[config.mk]
export PLATFORM = sky130hd
export DESIGN_NAME = nvm_access_ctrl
export DESIGN_NICKNAME = d
export VERILOG_FILES = /design/src/rtl/nvm_pkg.sv /design/src/rtl/nvm_timer.sv /design/src/rtl/nvm_store.sv /design/src/rtl/nvm_access_ctrl.sv
export SDC_FILE = /design/constraint.sdc
export NUM_CORES = 2
export LEC_CHECK = 0
export BUFFER_PORTS_ARGS = -buffer_cell sky130_fd_sc_hd__buf_4
export CORE_ASPECT_RATIO = 0.6
export CORE_MARGIN = 1
export CORE_UTILIZATION = 44
export CTS_CLUSTER_SIZE = 14
export DETAILED_ROUTE_END_ITERATION = 8
export SETUP_SLACK_MARGIN = 0.05
export SLEW_MARGIN = 15
export SYNTH_ARGS = -nofsm -noshare
export SYNTH_HDL_FRONTEND = slang
export SYNTH_SLANG_ARGS = --single-unit
[constraint.sdc]
create_clock -name clk -period 10.4 [get_ports clk]
set_input_delay 1.56 -clock clk [delete_from_list [all_inputs] [get_ports clk]]
set_output_delay 1.56 -clock clk [all_outputs]
set_load 0.005 [all_outputs]
[src/rtl/nvm_pkg.sv]
package nvm_pkg;
  localparam int REG_CTRL  = 'h1C;
  localparam int REG_DATA  = 'h1D;
  localparam int REG_ADDRL = 'h1E;
  localparam int REG_ADDRH = 'h1F;

  localparam int CTRL_RD_BIT  = 0;
  localparam int CTRL_WR_BIT  = 1;
  localparam int CTRL_ARM_BIT = 2;
endpackage

[src/rtl/nvm_timer.sv]
module nvm_timer #(
  parameter int CNT_W = 8
) (
  input  logic             clk,
  input  logic             rst,
  input  logic             load,
  input  logic [CNT_W-1:0] load_val,
  output logic             active
);
  logic [CNT_W-1:0] cnt;

  always_ff @(posedge clk) begin
    if (rst) begin
      cnt    <= '0;
      active <= 1'b0;
    end else if (load) begin
      cnt    <= load_val;
      active <= (load_val != '0);
    end else if (cnt != '0) begin
      cnt    <= cnt - 1'b1;
      active <= (cnt > CNT_W'(1));
    end
  end
endmodule

[src/rtl/nvm_store.sv]
module nvm_store #(
  parameter int ADDR_W = 9,
  parameter int DATA_W = 8
) (
  input  logic              clk,
  input  logic              we,
  input  logic              re,
  input  logic [ADDR_W-1:0] addr,
  input  logic [DATA_W-1:0] wdata,
  output logic [DATA_W-1:0] q
);
  localparam int DEPTH = 1 << ADDR_W;

  logic [DATA_W-1:0] mem [DEPTH];

  always_ff @(posedge clk) begin
    if (we) begin
      mem[addr] <= wdata;
    end else if (re) begin
      q <= mem[addr];
    end
  end
endmodule

[src/rtl/nvm_access_ctrl.sv]
module nvm_access_ctrl
  import nvm_pkg::*;
#(
  parameter int ADDR_W       = 9,
  parameter int DATA_W       = 8,
  parameter int IO_AW        = 6,
  parameter int WR_DELAY_CYC = 200,
  parameter int WR_STALL_CYC = 2,
  parameter int RD_STALL_CYC = 4,
  parameter int ARM_HOLD_CYC = 4
) (
  input  logic              clk,
  input  logic              rst,
  input  logic [IO_AW-1:0]  io_addr,
  input  logic              io_wr_en,
  input  logic [DATA_W-1:0] io_wr_data,
  input  logic              io_rd_en,
  output logic [DATA_W-1:0] io_rd_data,
  output logic              cpu_stall
);
  localparam int HI_W      = ADDR_W - DATA_W;
  localparam int WR_CNT_W  = $clog2(WR_DELAY_CYC + 1);
  localparam int ARM_CNT_W = $clog2(ARM_HOLD_CYC + 1);
  localparam int STALL_MAX = (WR_STALL_CYC > RD_STALL_CYC) ? WR_STALL_CYC : RD_STALL_CYC;
  localparam int STL_CNT_W = $clog2(STALL_MAX + 1);

  logic [DATA_W-1:0] addr_lo;
  logic [HI_W-1:0]   addr_hi;
  logic [DATA_W-1:0] data_q;
  logic [ADDR_W-1:0] nvm_addr;
  logic [DATA_W-1:0] store_q;
  logic [DATA_W-1:0] ctrl_view;

  logic sel_ctrl_w, sel_data_w, sel_lo_w, sel_hi_w;
  logic arm_on, wr_busy;
  logic arm_go, wr_go, rd_go;
  logic rd_s1, rd_s2, rd_pend;

  assign nvm_addr = {addr_hi, addr_lo};

  // bus write decode
  assign sel_ctrl_w = io_wr_en && (io_addr == IO_AW'(REG_CTRL));
  assign sel_data_w = io_wr_en && (io_addr == IO_AW'(REG_DATA));
  assign sel_lo_w   = io_wr_en && (io_addr == IO_AW'(REG_ADDRL));
  assign sel_hi_w   = io_wr_en && (io_addr == IO_AW'(REG_ADDRH));

  // access sequencing: a store needs an arm set in an earlier cycle
  assign arm_go  = sel_ctrl_w && io_wr_data[CTRL_ARM_BIT];
  assign wr_go   = sel_ctrl_w && io_wr_data[CTRL_WR_BIT] && arm_on && !wr_busy;
  assign rd_go   = sel_ctrl_w && io_wr_data[CTRL_RD_BIT] && !wr_busy && !wr_go && !rd_pend;
  assign rd_pend = rd_s1 || rd_s2;

  nvm_timer #(.CNT_W(ARM_CNT_W)) arm_tmr_i (
    .clk      (clk),
    .rst      (rst),
    .load     (arm_go),
    .load_val (ARM_CNT_W'(ARM_HOLD_CYC)),
    .active   (arm_on)
  );

  nvm_timer #(.CNT_W(WR_CNT_W)) prog_tmr_i (
    .clk      (clk),
    .rst      (rst),
    .load     (wr_go),
    .load_val (WR_CNT_W'(WR_DELAY_CYC)),
    .active   (wr_busy)
  );

  nvm_timer #(.CNT_W(STL_CNT_W)) stall_tmr_i (
    .clk      (clk),
    .rst      (rst),
    .load     (wr_go || rd_go),
    .load_val (wr_go ? STL_CNT_W'(WR_STALL_CYC) : STL_CNT_W'(RD_STALL_CYC)),
    .active   (cpu_stall)
  );

  nvm_store #(.ADDR_W(ADDR_W), .DATA_W(DATA_W)) store_i (
    .clk   (clk),
    .we    (wr_go),
    .re    (rd_s1),
    .addr  (nvm_addr),
    .wdata (data_q),
    .q     (store_q)
  );

  // fetch pipeline: strobe -> array read -> data register load
  always_ff @(posedge clk) begin
    if (rst) begin
      rd_s1 <= 1'b0;
      rd_s2 <= 1'b0;
    end else begin
      rd_s1 <= rd_go;
      rd_s2 <= rd_s1;
    end
  end

  // address and data registers
  always_ff @(posedge clk) begin
    if (rst) begin
      addr_lo <= '0;
      addr_hi <= '0;
      data_q  <= '0;
    end else begin
      if (sel_lo_w) addr_lo <= io_wr_data;
      if (sel_hi_w) addr_hi <= io_wr_data[HI_W-1:0];
      if (rd_s2)
        data_q <= store_q;
      else if (sel_data_w)
        data_q <= io_wr_data;
    end
  end

  always_comb begin
    ctrl_view               = '0;
    ctrl_view[CTRL_ARM_BIT] = arm_on;
    ctrl_view[CTRL_WR_BIT]  = wr_busy;
    ctrl_view[CTRL_RD_BIT]  = rd_pend;
  end

  // registered read port
  always_ff @(posedge clk) begin
    if (rst) begin
      io_rd_data <= '0;
    end else if (io_rd_en) begin
      case (io_addr)
        IO_AW'(REG_CTRL):  io_rd_data <= ctrl_view;
        IO_AW'(REG_DATA):  io_rd_data <= data_q;
        IO_AW'(REG_ADDRL): io_rd_data <= addr_lo;
        IO_AW'(REG_ADDRH): io_rd_data <= DATA_W'(addr_hi);
        default:           io_rd_data <= '0;
      endcase
    end
  end
endmodule

; Word level (Yosys, flattened, before mapping)
; Memory sizes are Yosys's and may differ from the RTL's. A register that Yosys moved wholly into a read port is not among the register bits.
; Index checks and enable logic that the tools add are counted.
[op_classes]
n_addsub = 3
mul = 0
n_div = 0
magnitude_cmp = 3
n_eq_ne = 4
shift = 0
muxes = 18
bitwise_logic = 1
n_reduce_logical = 28
[ops]
columns = operator, count
row1 = 2-to-1 mux 8 bit, 4
row2 = case mux 8 bit (4 select lines), 1
row3 = "equality test 6 x 5 -> 1 bit, second input constant", 4
row4 = 2-to-1 mux 3 bit, 5
row5 = logical AND 1 bit, 12
row6 = nonzero test 3 bit, 3
row7 = "> comparator 8 x 1 -> 1 bit, second input constant", 1
row8 = 2-to-1 mux 1 bit, 8
row9 = nonzero test 2 bit, 4
row10 = nonzero test 8 bit, 1
row11 = "subtractor 8 x 1 -> 8 bit, second input constant", 1
row12 = "> comparator 3 x 1 -> 1 bit, second input constant", 2
row13 = "subtractor 3 x 1 -> 3 bit, second input constant", 2
row14 = OR reduction 2 bit, 2
row15 = zero test 1 bit, 3
row16 = logical OR 1 bit, 2
row17 = AND reduction 2 bit, 1
row18 = inverter 1 bit, 1
[word_totals]
regBits = 44
latch_bits = 0
ram_bits = 4096
mem_bits_ro = 0
out_inout_bits = 9
elab_cells = 72
n_memories = 1
[memory_table]
columns = memory, depth, word_bits, read_ports, rd_ports_with_merged_regs, wr, line_no
row1 = store_i.mem, 512, 8, 1, 1, 1, nvm_store.sv:14  ; logic [DATA_W-1:0] mem [DEPTH];

; Longest topological paths before layout
[depth]
word_depth = 10
ltp_mapped = 12
depth_no_buf = 7

; By module
; Synthesis repeated with hierarchy kept, for this count alone.
[unflattened]
cells_unflattened = 7957
area_unflattened_um2 = 161939.1
[modules_own_cells]
columns = mod, instances, cells_each, area_per_inst_um2
row1 = nvm_store, 1, 7680, 159319.0
row2 = nvm_access_ctrl, 1, 158, 1525.2
row3 = nvm_timer at arm_tmr_i ..., 2, 29, 286.5
row4 = nvm_timer at prog_tmr_i, 1, 61, 521.8

; Worst setup path after synthesis
; No wires, ideal clock.
[synth_timing]
kind = reg-to-reg
start = register data_q[0]
end = register io_rd_data[0]
t_arrival_ns = 8.123
t_required_ns = 10.335
path_slack_ns = 2.212
stages_incl_launch_ff = 5
n_path_buf = 0
period_less_slack_ns = 8.188
cell_sequence = dfxtp_1 -> mux4_2 -> nor2b_1 -> a21oi_1 -> nor2_1
[synth_via]
elab_chain_len = 1
[synth_rtl]
columns = element, line_no
row1 = start: declaration, nvm_access_ctrl.sv:29  ; logic [DATA_W-1:0] data_q;
row2 = start signal: assignment, nvm_access_ctrl.sv:107  ; data_q <= store_q;
row3 = start signal: assignment, nvm_access_ctrl.sv:109  ; data_q <= io_wr_data;
row4 = case mux 8 bit (4 select lines), nvm_access_ctrl.sv:125  ; case (io_addr)
row5 = end signal: assignment, nvm_access_ctrl.sv:126  ; IO_AW'(REG_CTRL): io_rd_data <= ctrl_view;
row6 = end signal: assignment, nvm_access_ctrl.sv:127  ; IO_AW'(REG_DATA): io_rd_data <= data_q;
row7 = end signal: assignment, nvm_access_ctrl.sv:128  ; IO_AW'(REG_ADDRL): io_rd_data <= addr_lo;
row8 = end: declaration, nvm_access_ctrl.sv:18  ; output logic [DATA_W-1:0] io_rd_data,
; Every way passes these cells.
; A chain may end at the register's enable or synchronous reset.

==> metrics.md <==
| Metric | Value |
|---|---|
| Final Hold Vio Count | `0` |
| NetSw | `0.00622 W` |
| Clock period minus worst slack | `6140 ps` |
| Distinct cells, synth | `70` |
| Via count | `85,000` |
| Vias in the first global route | `79,600` |
| Initial Util | `44.3%` |
| Setup CP Type | `flop to flop` |
| Post-synthesis sequential element count | `4,148` |
| Commonest non-fill, non-tap cells in the layout | `4,104 x edfxtp_1, 842 x mux4_2, 588 x nor2_1` |
| Commonest non-fill, non-tap cell in the layout | `edfxtp_1` |
| DIE HEIGHT | `470 um` |
| Vias per cell | `6.52` |
| Clk_lat worst skew | `960 ps` |
| Site Rows | `171` |
| Status | `finished clean` |
| Slew margin rel. | `5.19%` |
| Global-route wire length before repair | `666,000 um` |
| Post-synthesis instance total | `7,857` |
| Internal | `0.0252 W` |
| Max-cap violations | `0` |
| Slew Limit Fails | `0` |
| Sum Neg Setup Slack | `0 ps` |
| Power per cell area | `177 nW/um2` |
| Core region area | `363,000 um2` |
| CP max-delay cell | `nor4b_1` |
| Post-Syn Area | `161,000 um2` |
| Synth warn | `0` |
| Port buffer count | `26` |
| Net total in the final layout | `7,979` |
| CP required | `11,020 ps` |
| Critical path startpoint category | `flop` |
| CP endpoint kind | `flop` |
| Io pins | `27` |
| Total clock buffers created by CTS | `367` |
| Post-CTS Resized | `0` |
| Routed len/inst | `36.9 um` |
| Syn avg cell area | `20.4 um2` |
| Worst slew pin tran | `1400 ps` |
| Final GP Congestion | `0.904` |
| Register share of total power | `57.8%` |
| Worst Hold Class | `flop to flop` |
| Total track usage | `25.8%` |
| Residual DRC count | `0` |
| Routed Antenna Nets | `0` |
| Fmax | `163 MHz` |
| Worst path max stage delay | `1040 ps` |
| CP max FO | `41` |
| Count of final setup violators | `0` |
| CTS tree | `built` |
| Cell repeated most along the worst path | `buf_4` |
| Net Sw Frac | `19.8%` |
| Clk slew on worst S/H paths | `60 ps` |
| Unrepaired setup endpoints after global routing | `false` |
| Gate power share | `0.9%` |
| Detailed Route Iter0 Violations | `14,300` |
| Clk_skew | `43.0 ps` |
| Post-DP HPWL | `299,000 um` |
| Area growth syn-to-layout | `10.6%` |
| Deepest clock path buffer count | `4` |
| Register area share after synthesis | `77.3%` |
| CP arrival | `6770 ps` |
| Syn Nets | `7,884` |
| Wirelength, routed | `482,000 um` |
| Share of cells above drive strength 1 | `19.9%` |
| Worst VDD drop | `0.151 mV` |
| Die X | `782 um` |
| Clock share of power | `41.2%` |
| DR pass1 iterations | `6` |
| # fillers | `28,800` |
| Die ar. | `368,000 um2` |
| Clk root buf | `clkbuf_16` |
| Crit-path cells | `buf_4 -> buf_4 -> mux2i_1 -> o22ai_1 -> or4_1 -> a2111oi_2 -> buf_2 -> nand3_1 -> nor4b_1 -> nand4_1` |
| Cts hold-fix bufs | `0` |
| Tcrit/Tclk final | `59.1%` |
| Pin count of the biggest net entering global routing | `173` |
| Total grt overflow | `0` |
| Initial antenna violation count | `31` |
| Total Power | `0.0314 W` |
| Leak pwr | `58.5 nW` |
| EDFF count, synth | `4,104` |
| H-tree levels | `5` |
| Sinks on Clock Net | `4,148` |
| Prevailing post-synth register cell | `edfxtp_1` |
| Async S/R FF share, synth | `0%` |
| Number of post-CTS setup repair buffers | `0` |
cell usage after synthesis (all sizes together) (19+ instances only):
cell type  number  area [um2]
a221oi         80         701
a22o           43         377
a21oi         113         566
dfxtp          44         881
nand4         124         776
edfxtp       4104      123000
nor4           48         300
clkbuf        208         782
a211oi         36         270
nand3          80         400
nor2b          42         263
nor2          597        2240
o21ai          48         240
nand2         162         611
a31oi          62         388
and2           19         119
o22ai         112         701
mux4          842       19000
mux2i         432        4320
a22oi         149        1120
buf           296        1620
path summary, 6_finish.rpt:
kind | from | end | slack (ps) | cells after the start
setup / recovery | addr_lo[1] | store_i.q[6] | 4260 | 10
hold reg to reg | rd_s1 | rd_s2 | 490 | 1
setup reg to reg | addr_lo[1] | store_i.q[6] | 4260 | 10
hold / removal | rd_s1 | rd_s2 | 490 | 1
metal layers:
layer  track usage, %  up-vias  part of all wire, %
li1                 -    32900                    -
met4             4.54       12                  1.7
met5                0        -                0.024
met3             12.3      533                   17
met1             41.5    45000                   43
met2             31.3     6593                   38
critical path, delay by kind of cell, from the launching register on:
family / cells / cell delay (ps)
AND/OR/NAND/NOR: 4 / 2140
AO/OA/AOI/OAI: 2 / 560
flip-flops: 1 / 950
buffers and inverters: 3 / 1460
multiplexers: 1 / 520
cell type report:
cell class | instances | area [um2] | area share (%)
clock inverters | 129 | 892 | 0.502
flip-flops and latches | 4148 | 124000 | 69.9
well taps | 4844 | 6060 | 3.41
repair buffers | 230 | 2020 | 1.14
inverters | 12 | 50.0 | 0.0282
clock buffers | 474 | 9890 | 5.57
multi-input cells | 3193 | 34500 | 19.4
diodes | 16 | 40.0 | 0.0225
flip-flops by register name, summed over array words and instances (netlist names), 3 cells and up:
| name | flops |
|---|---|
| data_q | 8 |
| addr_lo | 8 |
| stall_tmr_i.cnt | 3 |
| store_i.q | 8 |
| prog_tmr_i.cnt | 8 |
| arm_tmr_i.cnt | 3 |
| store_i.mem | 4096 |
| io_rd_data | 8 |
stage by stage:
| step | std cells | hold WS (ps) | utilization, % | area [um2] | setup WS, ps |
|---|---|---|---|---|---|
| floorplan | 7857 | 444 | - | 161000 | 2210 |
| global placement | 12400 | 466 | 46.0 | 167000 | 2820 |
| detailed placement | 12400 | 471 | 46.0 | 167000 | 4300 |
| CTS | 13000 | 486 | 48.9 | 178000 | 4360 |
| global route | 13000 | 500 | 49.0 | 178000 | 4200 |
| finish | 13000 | 488 | 49.0 | 178000 | 4260 |
power groups by stage:
stage	clock, W	sequential, W	combinational [W]
after CTS	0.0130	0.0182	0.000295
after detailed placement	0	0.0185	0.000293
after global routing	0.0136	0.0182	0.000326
final	0.0129	0.0182	0.000296
after floorplan	0	0.0185	0.000198
after global placement	0	0.0185	0.000278
cell families (layout without fill, tap and decap cells):
family | Yosys count | after routing | synth area share (%)
muxes | 1284 | 1284 | 14.6
buffers and inverters | 516 | 845 | 1.52
adders and majority gates | 9 | 9 | 0.0701
other | 0 | 16 | 0
xor gates and xnor gates | 7 | 7 | 0.0382
and+or+nand+nor | 1164 | 1164 | 3.35
DFF | 4148 | 4148 | 77.3
AOI/OAI and AO/OA | 729 | 729 | 3.20
(Power assumes the default switching activity.)
